===== src/rtl/slowclk_pkg.sv =====
// Shared types for the slow clock source selector.
package slowclk_pkg;
    typedef enum logic {
        SRC_PRESC = 1'b0,
        SRC_OSC   = 1'b1
    } slow_src_e;
endpackage


===== src/rtl/slowclk_presc.sv =====
// Divided main-clock timebase: a prescale counter (0..N) feeding a halving
// stage. Emits one tick every 2*(N+1) enabled cycles. When en is low the
// counter and halving flop are held at zero, so after re-enable the first
// tick comes a full period later.
// Assumes: div_sel may change at any time; the counter wraps on >= so a
// smaller value never leaves the counter running past it.
module slowclk_presc #(
    parameter int PRESC_W = 8
) (
    input  logic               clk,
    input  logic               rst_n,
    input  logic               en,
    input  logic [PRESC_W-1:0] div_sel,
    output logic               tick
);
    logic [PRESC_W-1:0] cnt_q;
    logic               half_q;
    logic               wrap;

    assign wrap = (cnt_q >= div_sel);
    assign tick = en && wrap && half_q;

    // Count the prescale phase and toggle the halving stage at each wrap.
    always_ff @(posedge clk) begin
        if (!rst_n || !en) begin
            cnt_q  <= '0;
            half_q <= 1'b0;
        end else if (wrap) begin
            cnt_q  <= '0;
            half_q <= ~half_q;
        end else begin
            cnt_q  <= cnt_q + 1'b1;
        end
    end


    tick_spacing_chk: assert property (@(posedge clk) disable iff (!rst_n)
        tick |=> !tick);
endmodule


===== src/rtl/slowclk_act_det.sv =====
// Oscillator activity monitor: brings osc_in into the clk domain through a
// synchronizer chain, finds edges of either polarity and rising edges, and
// keeps a window counter. Any edge sets active. Reaching win_limit cycles
// without an edge clears it.
// Assumes: osc_in is much slower than clk; reset value of osc_in is ignored.
module slowclk_act_det #(
    parameter int WIN_W       = 16,
    parameter int SYNC_STAGES = 2
) (
    input  logic             clk,
    input  logic             rst_n,
    input  logic             osc_in,
    input  logic [WIN_W-1:0] win_limit,
    output logic             osc_rise,
    output logic             active
);
    localparam int CHAIN_W = SYNC_STAGES + 1;

    logic [CHAIN_W-1:0] chain_q;
    logic [WIN_W-1:0]   idle_q;
    logic               any_edge;

    assign any_edge = chain_q[CHAIN_W-1] ^ chain_q[CHAIN_W-2];
    assign osc_rise = chain_q[CHAIN_W-2] && !chain_q[CHAIN_W-1];

    // Synchronizer chain plus one history flop for edge detection.
    always_ff @(posedge clk) begin
        if (!rst_n) chain_q <= '0;
        else        chain_q <= {chain_q[CHAIN_W-2:0], osc_in};
    end

    // Idle window counter and the activity flag it drives.
    always_ff @(posedge clk) begin
        if (!rst_n) begin
            idle_q <= '0;
            active <= 1'b0;
        end else if (any_edge) begin
            idle_q <= '0;
            active <= 1'b1;
        end else if (idle_q >= win_limit) begin
            active <= 1'b0;
        end else begin
            idle_q <= idle_q + 1'b1;
        end
    end


    active_set_chk: assert property (@(posedge clk) disable iff (!rst_n)
        $rose(active) |-> $past(any_edge));

    active_drop_chk: assert property (@(posedge clk) disable iff (!rst_n)
        $fell(active) |-> !$past(any_edge));
endmodule


===== src/rtl/slowclk_src_ctl.sv =====
// Source controller: holds the selected source. It moves to the oscillator
// only at a divided-clock tick with request and activity present, and back
// at an oscillator tick when the request is dropped. On loss of activity it
// returns at once and sets a sticky loss flag, which the request's removal
// clears. It also gates the prescaler.
// Assumes: presc_tick and osc_rise are single-cycle pulses in clk domain.
module slowclk_src_ctl
    import slowclk_pkg::*;
(
    input  logic      clk,
    input  logic      rst_n,
    input  logic      req,
    input  logic      active,
    input  logic      osc_rise,
    input  logic      presc_tick,
    output slow_src_e src,
    output logic      lost,
    output logic      presc_en
);
    logic is_osc;

    assign is_osc   = (src == SRC_OSC);
    assign presc_en = !is_osc;

    // Source state and loss flag update.
    always_ff @(posedge clk) begin
        if (!rst_n) begin
            src  <= SRC_PRESC;
            lost <= 1'b0;
        end else begin
            unique case (src)
                SRC_PRESC: begin
                    if (!req) lost <= 1'b0;
                    if (presc_tick && req && active) src <= SRC_OSC;
                end
                SRC_OSC: begin
                    if (!active) begin
                        src  <= SRC_PRESC;
                        lost <= 1'b1;
                    end else if (osc_rise && !req) begin
                        src <= SRC_PRESC;
                    end
                end
                default: src <= SRC_PRESC;
            endcase
        end
    end


    reset_src_chk: assert property (@(posedge clk)
        !rst_n |=> (src == SRC_PRESC && !lost));

    presc_quiet_chk: assert property (@(posedge clk) disable iff (!rst_n)
        is_osc |-> !presc_tick);

    switch_gate_chk: assert property (@(posedge clk) disable iff (!rst_n)
        $rose(is_osc) |-> $past(presc_tick && req && active));

    return_gate_chk: assert property (@(posedge clk) disable iff (!rst_n)
        $fell(is_osc) |-> $past(!active || (osc_rise && !req)));

    fallback_chk: assert property (@(posedge clk) disable iff (!rst_n)
        (is_osc && !active) |=> (!is_osc && lost));

    lost_clear_chk: assert property (@(posedge clk) disable iff (!rst_n)
        (!req && !is_osc) |=> !lost);
endmodule


===== src/rtl/slowclk_selector.sv =====
// Slow clock source selector top: ties the prescaler, the oscillator
// activity monitor and the source controller together, and muxes the
// chosen tick onto slow_en.
// Assumes: all outputs are in the clk domain; slow_en is a clock enable.
module slowclk_selector
    import slowclk_pkg::*;
#(
    parameter int PRESC_W     = 8,
    parameter int WIN_W       = 16,
    parameter int SYNC_STAGES = 2
) (
    input  logic               clk,
    input  logic               rst_n,
    input  logic               osc_in,
    input  logic               use_osc_req,
    input  logic [PRESC_W-1:0] prescale_n,
    input  logic [WIN_W-1:0]   act_window,
    output logic               slow_en,
    output logic               src_is_osc,
    output logic               osc_active,
    output logic               osc_lost
);
    logic      presc_tick;
    logic      presc_en;
    logic      osc_rise;
    slow_src_e src;

    slowclk_presc #(.PRESC_W(PRESC_W)) presc_i (
        .clk     (clk),
        .rst_n   (rst_n),
        .en      (presc_en),
        .div_sel (prescale_n),
        .tick    (presc_tick)
    );

    slowclk_act_det #(.WIN_W(WIN_W), .SYNC_STAGES(SYNC_STAGES)) act_i (
        .clk       (clk),
        .rst_n     (rst_n),
        .osc_in    (osc_in),
        .win_limit (act_window),
        .osc_rise  (osc_rise),
        .active    (osc_active)
    );

    slowclk_src_ctl ctl_i (
        .clk        (clk),
        .rst_n      (rst_n),
        .req        (use_osc_req),
        .active     (osc_active),
        .osc_rise   (osc_rise),
        .presc_tick (presc_tick),
        .src        (src),
        .lost       (osc_lost),
        .presc_en   (presc_en)
    );

    // Route the tick of the selected source to the timebase output.
    always_comb begin
        src_is_osc = (src == SRC_OSC);
        slow_en    = src_is_osc ? osc_rise : presc_tick;
    end
endmodule


===== config.mk =====
export PLATFORM = sky130hd
export DESIGN_NAME = slowclk_selector
export DESIGN_NICKNAME = d
export VERILOG_FILES = /design/src/rtl/slowclk_pkg.sv /design/src/rtl/slowclk_presc.sv /design/src/rtl/slowclk_act_det.sv /design/src/rtl/slowclk_src_ctl.sv /design/src/rtl/slowclk_selector.sv
export SDC_FILE = /design/constraint.sdc
export NUM_CORES = 1
export LEC_CHECK = 0
export ABC_AREA = 0
export CORE_ASPECT_RATIO = 0.8
export CORE_UTILIZATION = 60
export DETAILED_ROUTE_END_ITERATION = 8
export DONT_BUFFER_PORTS = 1
export PLACE_DENSITY = 0.76
export SYNTH_ARGS = -nofsm -noshare
export SYNTH_HDL_FRONTEND = slang
export SYNTH_SLANG_ARGS = --single-unit

===== constraint.sdc =====
create_clock -name clk -period 2.4 [get_ports clk]
set_input_delay 0.12 -clock clk [delete_from_list [all_inputs] [get_ports clk]]
set_output_delay 0.12 -clock clk [all_outputs]
set_load 0.01 [all_outputs]

### After elaboration in Yosys (flattened, before gate mapping)

Index checks and enable logic that the tools add are counted.
W data, S select, Z words.

* add/subtract/negate cells: 2
* multipliers: 0
* div/mod/pow operators: 0
* $lt $le $gt $ge: 2
* equality and inequality tests: 2
* shift-type cells: 0
* mux-type cells: 10
* bitwise logic cells: 4
* reductions and logical operators: 15

Operator list (count)
* $add A16 B1 Y16 const B: 1
* $ge A16 B16 Y1: 1
* $add A8 B1 Y8 const B: 1
* $ge A8 B8 Y1: 1
* $mux W1: 8
* $logic_and A1 B1 Y1: 6
* $logic_not A1 Y1: 4
* $ne A2 B2 Y1 const B: 2
* $pmux W1 S2: 2
* $reduce_or A2 Y1: 2
* $not A1 Y1: 3
* $reduce_and A2 Y1: 1
* $reduce_bool A2 Y1: 1
* $logic_or A1 B1 Y1: 1
* $xor A1 B1 Y1: 1

* register bits after elaboration: 31
* latch bits: 0
* bits in writable memories: 0
* ROM bits: 0
* input port bits: 28
* output and inout bits: 4
* logic and storage cells: 42
* memories: 0

### Depth between registers and ports, before layout

Gate-level depths: netlist of the first run.

* word-level depth: 7
* gate-level depth with buffers: 10
* depth with buffers taken out: 8

### By module

Synthesis of the first run repeated with hierarchy kept, for this count alone.

* cells, all modules: 238
* area, all modules: 2069.5 um^2

Modules (own cells, without submodules)
* slowclk_act_det: instances 1, cells each 157, area each 1335.0 um^2, sequential area each 400.4 um^2
* slowclk_presc: instances 1, cells each 69, area each 638.1 um^2, sequential area each 180.2 um^2
* slowclk_src_ctl: instances 1, cells each 11, area each 81.3 um^2, sequential area each 40.0 um^2
* slowclk_selector: instances 1, cells each 1, area each 15.0 um^2, sequential area each 0.0 um^2

### Worst setup path after synthesis of the first run

OpenSTA, ideal clock, no wires.

* path type: reg2reg
* start point: reg act_i.idle_q[2]
* end point: reg act_i.idle_q[11]
* library setup time: 70 ps
* arrival time: 1947 ps
* required time: 2330 ps
* slack: 383 ps
* cell stages (with the launch flop): 9
* buffers on the path: 1
* period minus slack after synthesis: 2017 ps
* cells stage by stage: dfxtp_1 -> ha_1 -> a211oi_1 -> o21ai_1 -> a21oi_1 -> o21ai_1 -> buf_2 -> or3_1 -> a21oi_1

* longest elaborated chain between the ends: 1
* elaborated cells between the ends (all ways): 2
* classes of those cells: 1 x add/sub; 1 x order compare

RTL lines
* start, declared: RTL line slowclk_act_det.sv:20 `logic [WIN_W-1:0] idle_q;`
* start signal, assigned: RTL line slowclk_act_det.sv:43 `idle_q <= idle_q + 1'b1;`
* $add A16 B1 Y16 / $ge A16 B16 Y1 (equally long branches): RTL line slowclk_act_det.sv:43, slowclk_act_det.sv:40

Several ways; a longest one is shown, not always the timed one.
A chain may end at the register's enable or synchronous reset.

### Final worst setup path of the first run

* start point: reg act_i.idle_q[13]
* end point: reg act_i.idle_q[13]

Same word-level chain as after synthesis.

==> results of run 1 <==
-- how the worst max path moves through the flow --
stage,slack (ns),depth (start not counted),from,to
after floorplan,0.38,8,act_i.idle_q[2],act_i.idle_q[11]
after global placement,0.25,8,act_i.idle_q[2],act_i.idle_q[13]
after detailed placement,0.17,8,act_i.idle_q[2],act_i.idle_q[15]
after CTS,0.15,9,act_i.idle_q[0],act_i.idle_q[15]
after global routing,0.009,8,act_i.idle_q[2],act_i.idle_q[13]
final,0.18,8,act_i.idle_q[13],act_i.idle_q[13]
-- worst max-delay path, delay by kind of cell, from the launching register on --
family / cells / cell delay (ns)
compound gates: 3 / 0.43
fa+ha+maj: 1 / 0.27
buf+inv: 1 / 0.18
flops: 1 / 0.40
simple gates: 3 / 0.85
-- cells by family (layout without fill, tap and decap cells) --
family | count (synthesis) | in the layout | synth area share
and+or+nand+nor | 82 | 82 | 0.2267
AOI/OAI and AO/OA | 50 | 50 | 0.1529
buffers and inverters | 34 | 46 | 0.06915
DFF | 31 | 31 | 0.3298
adders and majority gates | 27 | 27 | 0.1795
xor gates and xnor gates | 9 | 9 | 0.04189
-- stage by stage --
step,hold WS (ns),utilization,worst slack [ns],power [mW],cells
floorplan,0.2417,-,0.3827,0.6208,233
global placement,0.2427,0.6832,0.2519,0.6380,272
detailed placement,0.2491,0.6832,0.1712,0.6467,272
CTS,0.02723,0.7346,0.1466,1.179,283
global route,0.03960,0.7359,0.008821,1.218,283
finish,0.04381,0.7359,0.1761,1.173,283
-- sequential cells by signal (all words and copies together), names as in the netlist --
register        flops
ctl_i.lost          1
act_i.chain_q       3
act_i.idle_q       16
ctl_i.src           1
presc_i.cnt_q       8
act_i.active        1
presc_i.half_q      1
-- synthesized netlist by cell type, types with 6 or more instances --
cell type / number
a21oi_1: 19
dfxtp_1: 31
ha_1: 27
inv_1: 30
nand2_1: 17
nand3_1: 11
nand4_1: 7
nor2_1: 15
o21ai_0: 13
or3_1: 7
or4_1: 6
xor2_1: 7
-- repair_timing --
item / in CTS / in global routing
resized for setup: 0 / 1
endpoints found under the hold margin: 4 / 0
hold buffers: 3 / 0
endpoints found under the setup margin: 0 / 3
-- layout make-up --
class | count | share of cell area
clock inverters | 2 | 0.01658
flip-flops and latches | 31 | 0.2937
inverters | 30 | 0.05329
multi-input cells | 168 | 0.5370
well taps | 38 | 0.02250
repair buffers | 8 | 0.03789
clock buffers | 6 | 0.03908
-- metal layers --
layer | part of all wire | vias up
li1 | - | 840
met1 | 0.44 | 733
met2 | 0.49 | 69
met3 | 0.053 | 13
met4 | 0.017 | 0
met5 | 0 | -
-- where the power goes --
part           leakage [nW]  internal (mW)  switching (mW)
combinational         0.639         0.0437          0.0571
clock                0.0612          0.336           0.196
sequential            0.251          0.527          0.0130
==> metrics.md, run 1 <==
| Metric | Value |
|---|---|
| Ys async rst share | `0` |
| Post-Synthesis Cells | `approximately 230` |
| Met3 usage | `0.07675` |
| Core Area | `2872 um2` |
| GP Congestion | `0.7615` |
| R2R Setup Slk | `between 0.15 and 0.2 ns` |
| Kind of critical path | `flip-flop to flip-flop` |
| Final Max Slew Viols | `0` |
| Pleak | `0.9520 nW` |
| R2R cell count | `8` |
| RSZ-0062 raised after global routing | `false` |
| Period utilisation layout | `0.9266` |
| Reg2reg end | `act_i.idle_q[13]` |
| Peak Freq | `~0.45 GHz` |
| FILL cells | `between 200 and 250` |
| WHS Path Cells | `2` |
| DRT Wirelength | `~4200 um` |
| Post-synthesis sequential area ratio | `0.3298` |
| Clk_lat worst skew | `around 0.28 ns` |
| Worst hold start | `rst_n` |
| Final setup viols | `0` |
| #FFs+latches synth | `31` |
| FP Rows | `17` |
| Worst VDD drop | `about 400 uV` |
| Tmin final | `about 2.2 ns` |
| Post-synth top flop | `dfxtp_1` |
| Synth area leader | `dfxtp_1` |
| Root buf cell | `clkbuf_8` |
| Nets | `between 200 and 300` |
| Worst EP arrival | `2.42 ns` |
| Hold WC Path Type | `input port to flip-flop` |
| Top post-synthesis cells by area | `dfxtp_1, ha_1, inv_1, a21oi_1, o21ai_0` |
| Max-Cap Viols | `0` |
| Chip width | `roughly 65 um` |
| Commonest non-fill, non-tap cells in the layout | `dfxtp_1, inv_1, ha_1` |
| Relative slew slack | `0.6313` |
| TritonRoute pass-1 iters | `4` |
| Sink Count | `31` |
| Setup TNS | `0 ns` |
| Area delta synth->final | `12.30%` |
| Wire per inst | `about 15 um` |
| Top Usage Layer GRT | `met2` |
| Die area | `approximately 3400 um2` |
| Synth Cell Area | `around 1900 um2` |
| Post-synth EDFFs | `0` |
| Port bufs | `0` |
| Global routing usage on met2 | `0.4947` |
| Status | `finished clean` |
| Die H | `52.09 um` |
| Initial Utilization | `0.6553` |
| Reg clk slew, reported paths | `approximately 0.07 ns` |
| Post-synth top area share | `0.3298` |
| First-pass GRT wire length | `7107 um` |
| Post-Place Cell Area | `approximately 2000 um2` |
| Hold worst-path end | `ctl_i.lost` |
| Pin count of the biggest net entering global routing | `27` |
| Post-Syn Nets | `approximately 290` |
| Initial antenna violation count | `0` |
| GR Layer Usage met1 | `0.3320` |
| Average size of a mapped cell | `about 8 um2` |
| Drt initial violations | `between 80 and 90` |
| Crit path largest cell delay | `roughly 0.50 ns` |
| CP Launch Type | `flip-flop` |
| Register area | `between 600 and 700 um2` |
| H-tree levels | `2` |
| CTS tree | `done` |
| Most common cell after layout, fill and taps aside | `dfxtp_1` |
| Maximum clock insertion buffer count | `2` |
| Worst path slowest cell | `or4_1` |
| Distinct cells, synth | `32` |
| HPWL Detailed | `3202 um` |
| Diode count | `0` |
| Layout cells sized above 1 | `0.05714` |
| Critical path capture point type | `flip-flop` |
| RR Startpoint | `act_i.idle_q[13]` |
| Via/cell ratio | `5.848` |
| Final Instance Area | `2113 um2` |
| Overflow left after global routing | `0` |
| CTS buffer count | `5` |
| Vias | `approximately 1700` |
| Critical path cell sequence | `ha_1 > nand4_1 > o21bai_1 > nor3_1 > o21ai_1 > buf_12 > or4_1 > a21oi_1` |
| Vias in the first global route | `around 1700` |
| Power Density | `about 550 nW/um2` |
| Worst Path Required | `around 2.6 ns` |
| Boundary Pins | `32` |
| Actual slew at the worst max-slew pin | `~0.55 ns` |
| DRC Markers | `0` |
| Multi-input logic area | `1135 um2` |
| Post-CTS setup buffer count | `0` |
| Gr usage total | `0.2842` |
| Final Skew | `about 0.0036 ns` |
| Post-DRT Antenna Nets | `0` |
| Final Hold Fails | `0` |
| Warnings, synthesis | `0` |
| CP max FO | `26` |
No activity file was read; power rests on OpenSTA's default activity.
==> run 2, diff against run 1 <==
--- a/config.mk
+++ b/config.mk
@@ -13,4 +13,5 @@
 export PLACE_DENSITY = 0.76
 export SYNTH_ARGS = -nofsm -noshare
 export SYNTH_HDL_FRONTEND = slang
+export SYNTH_HIERARCHICAL = 1
 export SYNTH_SLANG_ARGS = --single-unit
==> run 2 against run 1 <==
  * Final area rose by 9.8%
  * Sequential power grew 0.7%
  * Worst hold slack improved by 0.055 ns
  * Power shrank 7.4%
  * Largest power group unchanged
  * Highest routed layer unchanged
  * Largest cell class unchanged
  * Clock power is 27% lower
  * Fmax shrank 2.1%
  * Sequential share of layout area is 2.5 points lower
  * Via count up 8.5%
  * Synthesized area grew 10%
==> metrics.md, run 2 <==
| Metric | Value |
|---|---|
| Post-DRT Antenna Nets | `0 (unchanged)` |
| Period utilisation layout | `0.9469 (+0.02023)` |
| Initial antenna violation count | `0 (unchanged)` |
| Power Density | `468.2 nW/um2 (-16%)` |
| Final core area utilization | `0.7305 (-0.005452)` |
| Port bufs | `0 (unchanged)` |
| Synth area leader | `dfxtp_1` |
| Overflow left after global routing | `0 (unchanged)` |
| Multi-input logic area | `1330 um2 (+17%)` |
| CTS tree | `done` |
| Synth top cells by count | `dfxtp_1, inv_1, ha_1` |
| Worst path slowest cell | `or4_1` |
| Worst Path Required | `2.60 ns (about the same)` |
| Vias | `1795 (+8.5%)` |
| Register area | `623.1 um2 (+0.40%)` |
| TritonRoute pass-1 iters | `4 (unchanged)` |
| Worst hold start | `use_osc_req` |
| RSZ-0062 raised after global routing | `false` |
| Max reg flops | `16 (unchanged)` |
| Critical path cell sequence | `inv_1 > ha_1 > nand2b_4 > a2111oi_4 > nand4b_4 > nand3_4 > or4_1 > a21oi_1` |
| Post-synth EDFFs | `0 (unchanged)` |
| HPWL Detailed | `3197 um (-0.14%)` |
| Worst Setup SP | `act_i/idle_q[0]` |
| Crit path largest cell delay | `0.51 ns (about the same)` |
| Drt initial violations | `128 (+58%)` |
| R2R Setup Slk | `0.13 ns (-0.05 ns)` |
| Most common cell after layout, fill and taps aside | `inv_1` |
| Critical path capture point type | `flip-flop` |
| Sink Count | `31 (unchanged)` |
| Maximum clock insertion buffer count | `2 (unchanged)` |
| Top post-synthesis cells by area | `dfxtp_1, ha_1, inv_1, a21oi_1, nor3_1` |
| Layout cells sized above 1 | `0.1289 (+0.07176)` |
| DRT Wirelength | `4478 um (+7.1%)` |
| Biggest register | `act_i/idle_q` |
| FP Rows | `18 (+1)` |
| Post-synthesis sequential area ratio | `0.2999 (-0.02991)` |
| Die area | `3690 um2 (+9.6%)` |
| Post-route non-filler standard cell count | `296 (+4.6%)` |
| Final setup viols | `0 (unchanged)` |
| Post-Synthesis Cells | `238 (+2.1%)` |
| Vias in the first global route | `1571 (-5.9%)` |
| Distinct cells, synth | `44 (+38%)` |
| CP max FO | `7 (-73%)` |
| Diode count | `0 (unchanged)` |
| Core Area | `3176 um2 (+11%)` |
| Post-synth top area share | `0.2999 (-0.02991)` |
| Peak Freq | `0.4400 GHz (-2.1%)` |
| Gr usage total | `0.2460 (-0.03826)` |
| Nets | `310 (+3.7%)` |
| Die H | `54.53 um (+4.7%)` |
| Initial Utilization | `0.6517 (-0.003644)` |
| First-pass GRT wire length | `6679 um (-6.0%)` |
| Clk_lat worst skew | `0.28 ns (about the same)` |
| Synth Cell Area | `2069 um2 (+10%)` |
| Status | `finished clean` |
| Pin count of the biggest net entering global routing | `17 (-37%)` |
| Final Skew | `0.003076 ns (-0.0005731 ns)` |
| Final Max Slew Viols | `0 (unchanged)` |
| Boundary Pins | `32 (unchanged)` |
| Reg clk slew, reported paths | `0.06 ns (about the same)` |
| CTS buffer count | `5 (unchanged)` |
| Final Hold Fails | `0 (unchanged)` |
| Post-Syn Nets | `293 (+1.7%)` |
| Wire per inst | `15.13 um (+2.4%)` |
| Hold WC Path Type | `input port to flip-flop` |
| Cells after DPL | `275 (+1.1%)` |
| Ys async rst share | `0 (unchanged)` |
| Pleak | `1.114 nW (+17%)` |
| Post-synth top flop | `dfxtp_1` |
| Max-Cap Viols | `0 (unchanged)` |
| H-tree levels | `2 (unchanged)` |
| Worst EP arrival | `2.48 ns (+0.06 ns)` |
| FILL cells | `238 (+4.4%)` |
| Chip width | `67.66 um (+4.7%)` |
| Warnings, synthesis | `6 (+6)` |
| Tmin final | `2.272 ns (+0.04855 ns)` |
| RR Startpoint | `act_i/idle_q[0]` |
| Root buf cell | `clkbuf_8` |
| CP Launch Type | `flip-flop` |
| Relative slew slack | `0.6873 (+0.05602)` |
| Setup TNS | `0 ns (unchanged)` |
| Via/cell ratio | `6.064 (+3.7%)` |
| Worst VDD drop | `389.0 uV (about the same)` |
| #FFs+latches synth | `31 (unchanged)` |
| Largest regs | `act_i/idle_q x16, presc_i/cnt_q x8, act_i/chain_q x3` |
| Average size of a mapped cell | `8.695 um2 (+7.7%)` |
| GP Congestion | `0.8201 (+7.7%)` |
| Kind of critical path | `flip-flop to flip-flop` |
| Actual slew at the worst max-slew pin | `0.4655 ns (-0.08628 ns)` |
| DRC Markers | `0 (unchanged)` |
| Commonest non-fill, non-tap cells in the layout | `inv_1, dfxtp_1, ha_1` |
| Area delta synth->final | `12.09%` |
run 2: cell types whose count changed after synthesis, moves of 3 or more:
cell / change
nor3_1: +8
nor2_1: -7
xor2_1: -5
and3_1: +4
nand3_1: -3
nand3b_1: +3
nand4_1: -3
xnor2_1: +3
run 2: final cells by class:
cell class,instances,share of cell area
Inverter,31,0.05016
Sequential cell,31,0.2686
Tap cell,40,0.02158
Timing Repair Buffer,14,0.05124
Clock buffer,7,0.03290
Multi-Input combinational cell,172,0.5734
Clock inverter,1,0.002158
run 2: critical path, delay by kind of cell, from the launching register on:
| kind | cells | cell delay [ns] |
|---|---|---|
| simple gates | 4 | 1.00 |
| compound gates | 2 | 0.50 |
| flops | 1 | 0.35 |
| fa+ha+maj | 1 | 0.28 |
| buf+inv | 1 | 0.07 |
run 2: logic make-up after synthesis:
kind of cell               Yosys count  share of synthesized area
adders and majority gates           27                     0.1632
and+or+nand+nor                     85                     0.2479
buffers and inverters               36                    0.06952
AOI/OAI and AO/OA                   50                     0.1778
muxes                                2                    0.01209
xor gates and xnor gates             7                    0.02963
DFF                                 31                     0.2999
run 2: final timing paths:
path	endpoint	cells past startpoint
max	act_i/idle_q[7]	8
min	ctl_i/lost	3
max reg2reg	act_i/idle_q[7]	8
min reg2reg	act_i/chain_q[1]	1
run 2: per-layer routing:
layer / GRT usage / wire (um) / up-vias
met2: 0.3861 / 2018 / 68
met1: 0.3295 / 2106 / 822
met4: 0.07801 / 54 / 0
met5: 0 / 0 / -
met3: 0.06250 / 299 / 8
li1: - / - / 897
run 2: stage by stage:
| step | instance area [um2] | power (mW) | setup WS (ns) | hold slack, ns |
|---|---|---|---|---|
| finish | 2320 | 1.086 | 0.1275 | 0.09871 |
| CTS | 2233 | 1.081 | 0.01589 | 0.08684 |
| global route | 2320 | 1.139 | 0.01678 | 0.1060 |
| detailed placement | 2107 | 0.6852 | 0.05213 | 0.2471 |
| floorplan | 2069 | 0.6583 | 0.2847 | 0.2417 |
| global placement | 2107 | 0.6752 | 0.1484 | 0.2451 |
run 2: report_power, final:
part	leakage, nW	internal, mW	switching [mW]
clock	0.0422	0.203	0.186
sequential	0.252	0.529	0.0146
combinational	0.820	0.0791	0.0741
run 2: what timing repair did:
item,4_1_cts,5_1_grt
setup buffers,2,7
hold buffers,3,0
resized for setup,0,7
pin swaps,2,4
endpoints found under the setup margin,1,10
hold endpoints to repair,6,0
gates cloned,0,1
==> run 3, diff against run 2 <==
--- a/config.mk
+++ b/config.mk
@@ -5,12 +5,12 @@
 export SDC_FILE = /design/constraint.sdc
 export NUM_CORES = 1
 export LEC_CHECK = 0
-export ABC_AREA = 0
+export ABC_AREA = 1
 export CORE_ASPECT_RATIO = 0.8
 export CORE_UTILIZATION = 60
 export DETAILED_ROUTE_END_ITERATION = 8
 export DONT_BUFFER_PORTS = 1
-export PLACE_DENSITY = 0.76
+export PLACE_DENSITY = 0.88
 export SYNTH_ARGS = -nofsm -noshare
 export SYNTH_HDL_FRONTEND = slang
 export SYNTH_HIERARCHICAL = 1
==> run 3 against run 2 <==
  * The flow now finishes with violations (design-rule violations)
  * Global-route usage is 0.36 points higher
  * Flip-flop and latch count stayed put
  * Worst hold slack worse by 0.076 ns
  * Worst setup slack better by 0.30 ns
  * Synthesized cell count is 42% higher
  * Fmax is 15% higher
  * Clock skew is 0.0010 ns higher
  * Utilization is 3.8 points lower
  * Power is 8.1% higher
  * Clock power is 36% higher
  * Critical path type unchanged
  * Largest power group unchanged
==> metrics.md, run 3 <==
| Metric | Value |
|---|---|
| Status | `finished, violations left` |
| Failing checks | `design-rule violations` |
| Port bufs | `0 (unchanged)` |
| FILL cells | `296 (+24%)` |
| Wire per inst | `11.91 um (-21%)` |
| Post-Syn Nets | `393 (+34%)` |
| Most common cell after layout, fill and taps aside | `nand2_1` |
| CP Launch Type | `flip-flop` |
| Diode count | `0 (unchanged)` |
| Initial Utilization | `0.6454 (-0.006339)` |
| CP top delay family | `simple AND/OR/NAND/NOR gates` |
| Die area | `4062 um2 (+10%)` |
| Post-DRT Antenna Nets | `0 (unchanged)` |
| Synth top cells by count | `nand2_1, inv_1, dfxtp_1` |
| HPWL Detailed | `3368 um (+5.3%)` |
| Cells after DPL | `376 (+37%)` |
| Max-Cap Viols | `0 (unchanged)` |
| Dpl ws | `0.5320 ns (+0.4799 ns)` |
| Period utilisation layout | `0.8237 (-0.1232)` |
| Final core area utilization | `0.6923 (-0.03816)` |
| Hold_buf cts | `3 (unchanged)` |
| Synth Cell Area | `2286 um2 (+10%)` |
| Vias in the first global route | `2003 (+27%)` |
| Buf/Inv on CP | `1 (unchanged)` |
| Peak Freq | `0.5059 GHz (+15%)` |
| Boundary Pins | `32 (unchanged)` |
| Via/cell ratio | `5.295 (-13%)` |
| Pin count of the biggest net entering global routing | `19 (+2)` |
| Layout cells sized above 1 | `0.07826 (-0.05065)` |
| Root buf cell | `clkbuf_8` |
| Warnings, synthesis | `6 (unchanged)` |
| Clk_lat worst skew | `0.29 ns (about the same)` |
| Post-CTS setup buffer count | `0 (-2)` |
| Max reg flops | `16 (unchanged)` |
| Largest regs | `act_i/idle_q x16, presc_i/cnt_q x8, act_i/chain_q x3` |
| PnR worst setup slack | `0.4232 ns (+0.2957 ns)` |
| Overall power | `1.174 mW (+8.1%)` |
| Post-Synthesis Cells | `338 (+42%)` |
| Post_cts resized | `0 (unchanged)` |
| Post-synth EDFFs | `0 (unchanged)` |
| Sink Count | `31 (unchanged)` |
| GP Congestion | `0.8162 (-0.48%)` |
| Final setup viols | `0 (unchanged)` |
| #FFs+latches synth | `31 (unchanged)` |
| Initial antenna violation count | `0 (unchanged)` |
| Ys async rst share | `0 (unchanged)` |
| Drt initial violations | `158 (+23%)` |
| Register area | `620.6 um2 (-0.40%)` |
| Overflow left after global routing | `0 (unchanged)` |
| Pleak | `1.218 nW (+9.3%)` |
| Post-route non-filler standard cell count | `387 (+31%)` |
| DRC Markers | `2 (+2)` |
| Critical path capture point type | `flip-flop` |
| Worst path slowest cell | `dfxtp_1` |
| Vias | `2049 (+14%)` |
| Setup TNS | `0 ns (unchanged)` |
| Worst EP arrival | `2.12 ns (-0.36 ns)` |
| Crit path largest cell delay | `0.47 ns (-0.04 ns)` |
| H-tree levels | `2 (unchanged)` |
| Worst Path Required | `2.54 ns (-0.06 ns)` |
| Area delta synth->final | `7.280%` |
| Die H | `57.21 um (+4.9%)` |
| FP Rows | `19 (+1)` |
| Tmin final | `1.977 ns (-0.2957 ns)` |
| Hold WC Path Type | `input port to flip-flop` |
| Worst VDD drop | `547.3 uV (+41%)` |
| Top post-synthesis cells by area | `dfxtp_1, nand2_1, ha_1, inv_1, a21oi_1` |
| Biggest register | `act_i/idle_q` |
| CTS tree | `done` |
| CP max FO | `18 (+11)` |
| RSZ-0062 raised after global routing | `false` |
| Synth area leader | `dfxtp_1` |
| Actual slew at the worst max-slew pin | `0.5880 ns (+0.1226 ns)` |
| Post-synth top flop | `dfxtp_1` |
| Most numerous cell in the Yosys netlist | `nand2_1` |
| Maximum clock insertion buffer count | `2 (unchanged)` |
| Distinct cells, synth | `28 (-36%)` |
| Multi-input logic area | `1403 um2 (+5.5%)` |
| Relative slew slack | `0.6070 (-0.08027)` |
| Post-synthesis sequential area ratio | `0.2715 (-0.02840)` |
| Commonest non-fill, non-tap cells in the layout | `nand2_1, inv_1, dfxtp_1` |
| TritonRoute pass-1 iters | `6 (+2)` |
| Chip width | `71.01 um (+5.0%)` |
| Final Max Slew Viols | `0 (unchanged)` |
| Final Skew | `0.004118 ns (+0.001042 ns)` |
| Nets | `399 (+29%)` |
| First-pass GRT wire length | `8052 um (+21%)` |
| Average size of a mapped cell | `6.763 um2 (-22%)` |
| Post-synth top area share | `0.2715 (-0.02840)` |
| Core Area | `3542 um2 (+12%)` |
| Kind of critical path | `flip-flop to flip-flop` |
| Reg clk slew, reported paths | `0.06 ns (about the same)` |
| DRT Wirelength | `4608 um (+2.9%)` |
| CTS buffer count | `5 (unchanged)` |
| Final Hold Fails | `0 (unchanged)` |
| Crit-path most repeated cell | `nand2_1` |
| Power Density | `478.7 nW/um2 (+2.2%)` |
| Critical path cell sequence | `ha_1 > nand2_1 > inv_1 > nand2_1 > a21oi_1 > nor2_4 > nand2_4 > nand2_1 > a21oi_1` |
| Gr usage total | `0.2495 (+0.003571)` |
## run 3: worst reg2reg max path, delay by kind of cell (launching register included)
family,cells,cell delay [ns]
adders and majority gates,1,0.29
AOI/OAI and AO/OA,2,0.18
buffers and inverters,1,0.04
DFF,1,0.47
and+or+nand+nor,5,0.86
## run 3: power breakdown
group | internal, mW | switching, mW
registers | 0.527 | 0.0155
logic | 0.0424 | 0.0591
clock network | 0.335 | 0.195
total | 0.905 | 0.269
## run 3: per-layer routing
layer | part of all wire | GRT usage
met5 | 0 | 0
met4 | 0.0082 | 0.09143
met3 | 0.056 | 0.06360
met2 | 0.47 | 0.4396
met1 | 0.47 | 0.2965
## run 3: final timing paths
check,start,to,slack (ns),cells after the start
worst max register to register,act_i/idle_q[10],act_i/idle_q[3],0.42,9
worst min register to register,act_i/chain_q[0],act_i/chain_q[1],0.42,2
worst max-delay path,act_i/idle_q[10],act_i/idle_q[3],0.42,9
worst min-delay path,use_osc_req,ctl_i/lost,0.02,2
## run 3: layout make-up
type,count,area share
timing repair buffer,3,0.01224
sequential,31,0.2531
clock buffer,6,0.03367
multi-input combinational,242,0.5719
clock inverter,2,0.01429
inverter,61,0.09337
tap,42,0.02143
## run 3: metrics by stage
step	area [um2]	hold WS, ns
after floorplan	2286	0.2135
after global placement	2305	0.2146
after detailed placement	2305	0.2178
after CTS	2452	0.01713
after global routing	2452	0.02839
final	2452	0.02250
## run 3: kinds of logic (layout without fill, tap and decap cells)
group | count (synthesis) | in the layout | share of synthesized area
adder cells (fa/ha/maj) | 27 | 27 | 0.1478
buffers and inverters | 65 | 72 | 0.1149
flip-flops | 31 | 31 | 0.2715
AO/OA/AOI/OAI | 32 | 32 | 0.07389
AND/OR/NAND/NOR | 171 | 171 | 0.3459
XOR/XNOR | 12 | 12 | 0.04598
